==> src/rtl/pd_pkg.sv <==
package pd_pkg;
    localparam int NSLOT  = 2;
    localparam int NQUEUE = 5;

    typedef enum logic [2:0] {
        U_ALU  = 3'd0,
        U_CMP  = 3'd1,
        U_PERM = 3'd2,
        U_RED  = 3'd3,
        U_MUL  = 3'd4,
        U_DIV  = 3'd5,
        U_LDST = 3'd6,
        U_NONE = 3'd7
    } unit_e;

    localparam logic [2:0] Q_ALU = 3'd0;
    localparam logic [2:0] Q_PR  = 3'd1;
    localparam logic [2:0] Q_MUL = 3'd2;
    localparam logic [2:0] Q_DIV = 3'd3;
    localparam logic [2:0] Q_LS  = 3'd4;

    typedef struct packed {
        logic       hit;
        logic [2:0] q;
    } qsel_t;

    function automatic qsel_t queue_of(input logic [2:0] u);
        qsel_t s;
        s.hit = 1'b1;
        case (u)
            U_ALU, U_CMP:  s.q = Q_ALU;
            U_PERM, U_RED: s.q = Q_PR;
            U_MUL:         s.q = Q_MUL;
            U_DIV:         s.q = Q_DIV;
            U_LDST:        s.q = Q_LS;
            default: begin s.hit = 1'b0; s.q = 3'd0; end
        endcase
        return s;
    endfunction

    function automatic logic shares_rob(input logic [2:0] u);
        return (u == U_CMP) || (u == U_RED);
    endfunction

    function automatic logic [2:0] read_count(input logic a, input logic b,
                                              input logic c, input logic d);
        return 3'(a) + 3'(b) + 3'(c) + 3'(d);
    endfunction
endpackage

==> src/rtl/pd_pair_hazard.sv <==
module pd_pair_hazard import pd_pkg::*; #(
    parameter int IDX_W      = 5,
    parameter int READ_PORTS = 4
) (
    input  logic             v0,
    input  logic [IDX_W-1:0] vd0_idx,
    input  logic             vd0_wr,
    input  logic             xd0_wr,
    input  logic [3:0]       rd_flags0,
    input  logic [IDX_W-1:0] s1_vs1,
    input  logic [IDX_W-1:0] s1_vs2,
    input  logic [IDX_W-1:0] s1_vd,
    input  logic [3:0]       rd_flags1,
    output logic             raw1,
    output logic             over_budget
);
    localparam logic [3:0] BUDGET = 4'(READ_PORTS);

    logic       hit_vs1, hit_vs2, hit_vs3, hit_mask;
    logic [3:0] total;

    // rd_flags bit order: 0 vs1, 1 vs2, 2 old destination, 3 mask
    always_comb begin
        hit_vs1  = rd_flags1[0] && (s1_vs1 == vd0_idx);
        hit_vs2  = rd_flags1[1] && (s1_vs2 == vd0_idx);
        hit_vs3  = rd_flags1[2] && (s1_vd  == vd0_idx);
        hit_mask = rd_flags1[3] && (vd0_idx == '0);
        raw1     = v0 && vd0_wr && !xd0_wr &&
                   (hit_vs1 || hit_vs2 || hit_vs3 || hit_mask);
        total    = {1'b0, read_count(rd_flags0[0], rd_flags0[1], rd_flags0[2], rd_flags0[3])}
                 + {1'b0, read_count(rd_flags1[0], rd_flags1[1], rd_flags1[2], rd_flags1[3])};
        over_budget = total > BUDGET;
    end

    // a scalar-writing slot 0 never blocks slot 1
    always_comb begin
        a_r4_scalar_no_block: assert (!(xd0_wr && raw1));
    end
endmodule

==> src/rtl/pd_slot_route.sv <==
module pd_slot_route import pd_pkg::*; (
    input  logic              clk,
    input  logic              rst,
    input  logic [2:0]        unit,
    input  logic [NQUEUE-1:0] q_ready,
    input  logic              map_ready,
    input  logic              rob_rdy,
    input  logic              go,
    output logic              ok,
    output logic [NQUEUE-1:0] q_valid,
    output logic              map_valid,
    output logic              rob_vld
);
    qsel_t             sel;
    logic [NQUEUE-1:0] qhot;
    logic              is_ls;

    assign sel = queue_of(unit);

    for (genvar k = 0; k < NQUEUE; k++) begin : g_hot
        assign qhot[k] = sel.hit && (sel.q == 3'(k));
    end

    assign is_ls     = qhot[Q_LS];
    assign ok        = (|(qhot & q_ready)) && rob_rdy && (!is_ls || map_ready);
    assign q_valid   = qhot & {NQUEUE{go}};
    assign map_valid = go && is_ls;
    assign rob_vld   = go;

    a_r7_one_queue: assert property (@(posedge clk) disable iff (rst)
        $onehot0(q_valid));
    a_r6_target_ready: assert property (@(posedge clk) disable iff (rst)
        go |-> (rob_rdy && (|(q_valid & q_ready))));
    a_r8_illegal_unit: assert property (@(posedge clk) disable iff (rst)
        (unit == U_NONE) |-> !go);
endmodule

==> src/rtl/pd_rob_alloc.sv <==
module pd_rob_alloc import pd_pkg::*; #(
    parameter int ROB_AW = 3
) (
    input  logic                         clk,
    input  logic                         rst,
    input  logic [ROB_AW-1:0]            base,
    input  logic [2:0]                   unit1,
    input  logic                         first1,
    output logic [NSLOT-1:0][ROB_AW-1:0] addr
);
    logic merge;

    assign merge   = shares_rob(unit1) && !first1;
    assign addr[0] = base;
    assign addr[1] = merge ? base : base + ROB_AW'(1);

    a_r10_shared_slot: assert property (@(posedge clk) disable iff (rst)
        ((unit1 == U_RED) && !first1) |-> (addr[1] == addr[0]));
    a_r9_next_slot: assert property (@(posedge clk) disable iff (rst)
        (unit1 == U_MUL) |-> (addr[1] != addr[0]));
endmodule

==> src/rtl/pair_dispatch.sv <==
module pair_dispatch import pd_pkg::*; #(
    parameter int IDX_W      = 5,
    parameter int ROB_AW     = 3,
    parameter int READ_PORTS = 4
) (
    input  logic                          clk,
    input  logic                          rst,
    input  logic [NSLOT-1:0]              uq_valid,
    output logic [NSLOT-1:0]              uq_ready,
    input  logic [NSLOT-1:0]              sl_dep_pend,
    input  logic [NSLOT-1:0][IDX_W-1:0]   sl_vs1_idx,
    input  logic [NSLOT-1:0]              sl_vs1_rd,
    input  logic [NSLOT-1:0][IDX_W-1:0]   sl_vs2_idx,
    input  logic [NSLOT-1:0]              sl_vs2_rd,
    input  logic [NSLOT-1:0]              sl_vs3_rd,
    input  logic [NSLOT-1:0]              sl_mask_rd,
    input  logic [NSLOT-1:0][IDX_W-1:0]   sl_vd_idx,
    input  logic [NSLOT-1:0]              sl_vd_wr,
    input  logic [NSLOT-1:0][IDX_W-1:0]   sl_xd_idx,
    input  logic [NSLOT-1:0]              sl_xd_wr,
    input  logic [NSLOT-1:0][2:0]         sl_unit,
    input  logic                          s1_first,
    input  logic [NQUEUE-1:0][NSLOT-1:0]  eq_ready,
    output logic [NQUEUE-1:0][NSLOT-1:0]  eq_valid,
    input  logic [NSLOT-1:0]              lsmap_ready,
    output logic [NSLOT-1:0]              lsmap_valid,
    input  logic [NSLOT-1:0]              rob_ready,
    output logic [NSLOT-1:0]              rob_valid,
    input  logic [ROB_AW-1:0]             rob_base,
    output logic [NSLOT-1:0][ROB_AW-1:0]  sl_rob_addr,
    output logic [NSLOT-1:0][IDX_W-1:0]   rob_dst_idx,
    output logic [NSLOT-1:0]              rob_dst_scalar
);
    logic [NSLOT-1:0]       ok, go;
    logic [NSLOT-1:0][3:0]  rd_flags;
    logic                   raw1, over_budget;

    for (genvar s = 0; s < NSLOT; s++) begin : g_slot
        logic [NQUEUE-1:0] rdy_col, vld_col;

        assign rd_flags[s] = {sl_mask_rd[s], sl_vs3_rd[s], sl_vs2_rd[s], sl_vs1_rd[s]};

        for (genvar q = 0; q < NQUEUE; q++) begin : g_col
            assign rdy_col[q]     = eq_ready[q][s];
            assign eq_valid[q][s] = vld_col[q];
        end

        pd_slot_route u_route (
            .clk       (clk),
            .rst       (rst),
            .unit      (sl_unit[s]),
            .q_ready   (rdy_col),
            .map_ready (lsmap_ready[s]),
            .rob_rdy   (rob_ready[s]),
            .go        (go[s]),
            .ok        (ok[s]),
            .q_valid   (vld_col),
            .map_valid (lsmap_valid[s]),
            .rob_vld   (rob_valid[s])
        );

        assign rob_dst_idx[s]    = sl_xd_wr[s] ? sl_xd_idx[s] : sl_vd_idx[s];
        assign rob_dst_scalar[s] = sl_xd_wr[s];
    end

    pd_pair_hazard #(.IDX_W(IDX_W), .READ_PORTS(READ_PORTS)) u_hazard (
        .v0          (uq_valid[0]),
        .vd0_idx     (sl_vd_idx[0]),
        .vd0_wr      (sl_vd_wr[0]),
        .xd0_wr      (sl_xd_wr[0]),
        .rd_flags0   (rd_flags[0]),
        .s1_vs1      (sl_vs1_idx[1]),
        .s1_vs2      (sl_vs2_idx[1]),
        .s1_vd       (sl_vd_idx[1]),
        .rd_flags1   (rd_flags[1]),
        .raw1        (raw1),
        .over_budget (over_budget)
    );

    pd_rob_alloc #(.ROB_AW(ROB_AW)) u_alloc (
        .clk    (clk),
        .rst    (rst),
        .base   (rob_base),
        .unit1  (sl_unit[1]),
        .first1 (s1_first),
        .addr   (sl_rob_addr)
    );

    always_comb begin
        go[0] = uq_valid[0] && !sl_dep_pend[0] && ok[0];
        go[1] = go[0] && uq_valid[1] && !sl_dep_pend[1] && ok[1] &&
                !raw1 && !over_budget;
    end

    assign uq_ready = go;

    a_r1_in_order: assert property (@(posedge clk) disable iff (rst)
        uq_ready[1] |-> uq_ready[0]);
    a_r2_slot0_hold: assert property (@(posedge clk) disable iff (rst)
        (sl_dep_pend[0] || !uq_valid[0]) |-> (uq_ready == '0));
    a_r3_slot1_hold: assert property (@(posedge clk) disable iff (rst)
        sl_dep_pend[1] |-> !uq_ready[1]);
    a_r5_read_budget: assert property (@(posedge clk) disable iff (rst)
        uq_ready[1] |-> ($countones({rd_flags[1], rd_flags[0]}) <= READ_PORTS));
    a_r7_rob_follows: assert property (@(posedge clk) disable iff (rst)
        rob_valid == uq_ready);
    a_r11_dst_scalar: assert property (@(posedge clk) disable iff (rst)
        sl_xd_wr[0] |-> (rob_dst_idx[0] == sl_xd_idx[0]));
endmodule

==> config.mk <==
export PLATFORM = sky130hd
export DESIGN_NAME = pair_dispatch
export DESIGN_NICKNAME = d
export VERILOG_FILES = /design/src/rtl/pd_pkg.sv /design/src/rtl/pd_pair_hazard.sv /design/src/rtl/pd_slot_route.sv /design/src/rtl/pd_rob_alloc.sv /design/src/rtl/pair_dispatch.sv
export SDC_FILE = /design/constraint.sdc
export NUM_CORES = 1
export LEC_CHECK = 0
export BUFFER_PORTS_ARGS = -buffer_cell sky130_fd_sc_hd__buf_2
export CAP_MARGIN = 10
export CORE_MARGIN = 2
export CORE_UTILIZATION = 36
export DETAILED_ROUTE_END_ITERATION = 10
export PLACE_DENSITY = 0.95
export SKIP_LAST_GASP = 1
export SLEW_MARGIN = 20
export SYNTH_ARGS = -nofsm -noshare
export SYNTH_HDL_FRONTEND = slang
export SYNTH_HIERARCHICAL = 1
export SYNTH_SLANG_ARGS = --single-unit
export TNS_END_PERCENT = 10
==> constraint.sdc <==
create_clock -name vclk -period 15.2
set_clock_uncertainty 0.1 [all_clocks]
set_input_delay 3.04 -clock vclk [all_inputs]
set_output_delay 3.04 -clock vclk [all_outputs]
set_load 0.005 [all_outputs]
Word-level counts from Yosys, hierarchy flattened
Cells that the tools add are included.
- eq/ne operators: 23
- add/subtract/negate cells: 8
- order comparisons: 1
- bitwise logic cells: 4
- reductions and logical operators: 56
- muxes and demuxes: 7
- operators by type and width (cell ; count):
    $logic_and A1 B1 Y1 ; 31
    $eq A3 B2 Y1 const B ; 8
    $eq A3 B3 Y1 const B ; 8
    $pmux W3 S4 ; 2
    $and A5 B5 Y5 ; 4
    $eq A5 B5 Y1 ; 3
    $reduce_or A7 Y1 ; 2
    $add A3 B1 Y3 ; 4
    $eq A3 B1 Y1 const B ; 4
    $logic_not A3 Y1 ; 4
    $mux W5 ; 2
    $reduce_or A5 Y1 ; 2
    $logic_not A1 Y1 ; 8
    $logic_or A1 B1 Y1 ; 6
    $logic_not A5 Y1 ; 1
    $add A1 B1 Y2 ; 2
    $add A3 B3 Y4 ; 1
    $gt A4 B3 Y1 const B ; 1
    $reduce_or A2 Y1 ; 2
    $add A3 B1 Y3 const B ; 1
    $mux W3 ; 1
    $mux W1 ; 2
- register bits after elaboration: 0
- word-level logic and storage cells: 99
- bits of input ports: 82
- output and inout bits: 34

Depth between registers and ports, before layout
- depth in word-level cells: 16
- gate-level depth with buffers: 14
- gate-level depth less buffers: 13

By module
The synthesis kept the hierarchy.
- modules (own cells, without submodules) (module ; times used ; area each (um^2) ; cells an instance ; seq. area each (um^2)):
    pd_pair_hazard ; 1 ; 380.4 ; 47 ; 0.0
    pd_slot_route ; 2 ; 120.1 ; 15 ; 0.0
    pair_dispatch ; 1 ; 162.7 ; 16 ; 0.0
    pd_rob_alloc ; 1 ; 108.9 ; 11 ; 0.0

Least setup slack after synthesis
OpenSTA, ideal clock, no wires.
- path kind: input -> output
- from: input sl_vs1_rd[0]
- to: output eq_valid[9] (netlist bit)
- buffers on the path: 1
- slack: 5.563 ns
- stages on the path: 14
- required time: 12.060 ns
- arrival time: 6.497 ns
- cells stage by stage: inv_1 fa_1 fa_1 fa_1 inv_1 ha_1 fa_1 o22ai_1 a21oi_1 a21o_1 nor4b_2 nand2_1 nor3b_1 buf_4
- RTL lines (element ; line ; RTL):
    from (decl) ; pair_dispatch.sv:12 ; input logic [NSLOT-1:0] sl_vs1_rd,
    to (decl) ; pair_dispatch.sv:24 ; output logic [NQUEUE-1:0][NSLOT-1:0] eq_valid,

Worst setup path after layout
- from: input sl_vs1_rd[0]
- to: output lsmap_valid[1]
- cells in the longest elaborated chain, start to end: 8
- RTL lines (element ; line ; RTL):
    $add A1 B1 Y2 ; pd_pkg.sv:47 ; return 3'(a) + 3'(b) + 3'(c) + 3'(d);
    $add A3 B1 Y3 (2 in a row) ; pd_pkg.sv:47 ;
    $add A3 B3 Y4 ; pd_pair_hazard.sv:31 ; + {1'b0, read_count(rd_flags1[0], rd_flags1[1], rd_flags1[2], rd_flags1[3])};
    $gt A4 B3 Y1 ; pd_pair_hazard.sv:32 ; over_budget = total > BUDGET;
    via over_budget ; pair_dispatch.sv:36 ; logic raw1, over_budget;
    $logic_not A1 Y1 ; pair_dispatch.sv:92 ; !raw1 && !over_budget;
    $logic_and A1 B1 Y1 ; pair_dispatch.sv:92 ;
    $logic_and A1 B1 Y1 ; pd_slot_route.sv:27 ; assign map_valid = go && is_ls;
    to (decl) ; pair_dispatch.sv:26 ; output logic [NSLOT-1:0] lsmap_valid,
The timed path passes the listed nets, and every way through them passes these cells.

==> impl_metrics.json <==
{
  "status": "complete, no violations",
  "clkbuf_count": 0,
  "hold_path_startpoint": "rob_base[1]",
  "worstPathCellList": "buf_2 > inv_1 > fa_1 > fa_1 > fa_1 > inv_1 > ha_1 > fa_1 > o22ai_1 > a21oi_1 > a21o_1 > nor4b_2 > nand2_1 > nor3b_1 > buf_2",
  "grt_pass1_vias": 905,
  "swShare": 0.447,
  "hpwl_um": 2360,
  "netlist.top_cell.by_area": "mux2_2",
  "drt_iter0_markers": 7,
  "initial_core_util": 0.370,
  "hold_buffers": 0,
  "synth_adder_area_share": 0.146,
  "holdPathEnd": "sl_rob_addr[1]",
  "synthMuxAreaShare": 0.191,
  "remaining_drc_errors": 0,
  "regArea_um2": 0,
  "rsz0062_at_grt": "no",
  "powerDensity_nw_per_um2": 29.1,
  "cts_resized": 0,
  "dp_slack_ns": 5.35,
  "finalNetCount": 288,
  "fin_util": 0.567,
  "yosys-top-cells-area": "mux2_2 (15%), xor2_1 (12%), fa_1 (9.0%)",
  "synth_nets": 194,
  "period_minus_slack_ns": 9.82,
  "slowest_delay_ns": 0.55,
  "crit_top_cell": "fa_1",
  "p_seq_frac": 0,
  "post_cts_buffers": 0,
  "use_met1": 0.157,
  "grt_start_max_net_pins": 10,
  "fp.dieH_um": 53.8,
  "pin_count": 116,
  "hold_class": "in -> out",
  "grt_pass1_wl_um": 3450,
  "dpl_cell_area_um2": 1370,
  "viasPerCell": 4.95,
  "grt_use_met2": 0.354,
  "wl_per_cell_um": 11.3,
  "synth-xor-area-share": 0.157,
  "syn_area_per_cell_um2": 8.58,
  "p_leak_nw": 0.780,
  "synth.cell_area_um2": 892,
  "ys_warn_count": 6,
  "maxCapViolations": 0,
  "critPathArrivalTime_ns": 6.68,
  "antenna_found_initial": 0,
  "max_freq_ghz": 0.102,
  "setup_viol": 0,
  "routed_wl_um": 2560,
  "p_clk_frac": 0,
  "final_cell_area_um2": 1370,
  "finalSetupTns_ns": 0,
  "diodes": 0,
  "critPathKind": "in -> out",
  "fill_cells": 241,
  "synth-simple-area-share": 0.289,
  "ant_nets": 0,
  "globalplace.congestion": 0.750,
  "combPwrFrac": 1.000,
  "rows": 18,
  "critPathSlowestCell": "fa_1",
  "syn2layout_area_growth_pct": 53.3,
  "io_buffers": 103,
  "via_count": 1118,
  "drt_pass1_iterations": 3,
  "synth_compound_area_frac": 0.0799,
  "nFlopsAndLatches": 0,
  "globalRoute.busiestLayer": "met2",
  "worstPathRequired_ns": 12.06,
  "ys_seq_area_frac": 0,
  "finalCritPeriodShare": 0.646,
  "whs_path_depth": 2,
  "synth.distinct_cells": 32,
  "grt_usage": 0.157,
  "drive_gt1_frac": 0.612,
  "hold-worst-slack_ns": 6.19,
  "synth_top_area_frac": 0.151,
  "crit_buf_inv": 4,
  "core-area_um2": 2410,
  "finalHoldViolCount": 0,
  "synth_top_family_by_area": "simple AND/OR/NAND/NOR gates",
  "crit_path_start_kind": "input port",
  "die_area_um2": 2890,
  "grt_overflow": 0,
  "p_int_w": 0.0000220,
  "maxSlewViolCount": 0,
  "switching_power_w": 0.0000178,
  "cp-end-kind": "output port",
  "maxSlewHeadroom": 0.712,
  "die_x_um": 53.8,
  "crit_path_max_fanout": 5,
  "multi_input_area_um2": 769,
  "vdd_drop_max_mv": 0.0212,
  "synth_common_cells": "inv_1 (12), mux2_2 (12), xor2_1 (12)",
  "crit_family": "adder cells",
  "netlist_instances": 104,
  "tightest_slew_ns": 0.431,
  "grtUsageMet3": 0.0111,
  "setup_ws_ns": 5.38
}
[routing by layer]
metal | part of all wire | wire length (µm)
met5 | 0 | 0
met1 | 0.36 | 911
met4 | 0 | 0
met2 | 0.52 | 1330
met3 | 0.12 | 315
[power groups by stage]
stage | registers [W] | logic (W) | clock network [W]
6_report | 0 | 0.0000398 | 0
4_1_cts | 0 | 0.0000405 | 0
2_1_floorplan | 0 | 0.0000228 | 0
3_3_place_gp | 0 | 0.0000389 | 0
3_5_place_dp | 0 | 0.0000402 | 0
5_1_grt | 0 | 0.0000452 | 0
[cell families after synthesis]
logic type	after synthesis
AND/OR/NAND/NOR	33
buffers and inverters	23
XOR/XNOR	16
multiplexers	15
AO/OA/AOI/OAI	9
adder cells (fa/ha/maj)	8
[per-stage QoR]
stage          cells  total power (W)
2_1_floorplan    104        0.0000228
3_3_place_gp     226        0.0000389
3_5_place_dp     226        0.0000402
4_1_cts          226        0.0000405
5_1_grt          226        0.0000452
6_report         226        0.0000398
[worst max path at each step]
stage	startpoint	endpoint	depth (start not counted)
floorplan	sl_vs1_rd[0]	eq_valid[9]	14
global placement	sl_vs1_rd[0]	lsmap_valid[1]	15
detailed placement	sl_vs1_rd[0]	lsmap_valid[1]	15
CTS	sl_vs1_rd[0]	lsmap_valid[1]	15
global route	sl_vs1_rd[0]	lsmap_valid[1]	15
finish	sl_vs1_rd[0]	lsmap_valid[1]	15
[final cells by class]
class | instances | area share
multi-input combinational | 81 | 0.563
tap | 30 | 0.0274
inverter | 12 | 0.0329
timing repair buffer | 103 | 0.377
[cells in the final DEF (no fill, tap or decap)]
master     instances
xnor2_1            4
nand2_1            2
mux2_2            12
nand2b_1           2
or3_1              1
nor3b_4            1
mux2i_1            2
or4_1              1
o211ai_1           3
or3b_1             1
and4b_1            1
nor3_1             2
or4bb_1            2
a21o_1             2
nand3b_1           3
ha_1               4
a21oi_1            1
inv_1             12
nor4_1             3
xor2_1            12
buf_2            103
nor4b_2            1
o22ai_1            1
nand3_1            3
mux2_4             1
o2111a_1           2
fa_1               4
nor3b_1            6
nand4_1            1
and3b_2            2
nand4bb_1          1
Power figures use the tool's default switching activity.
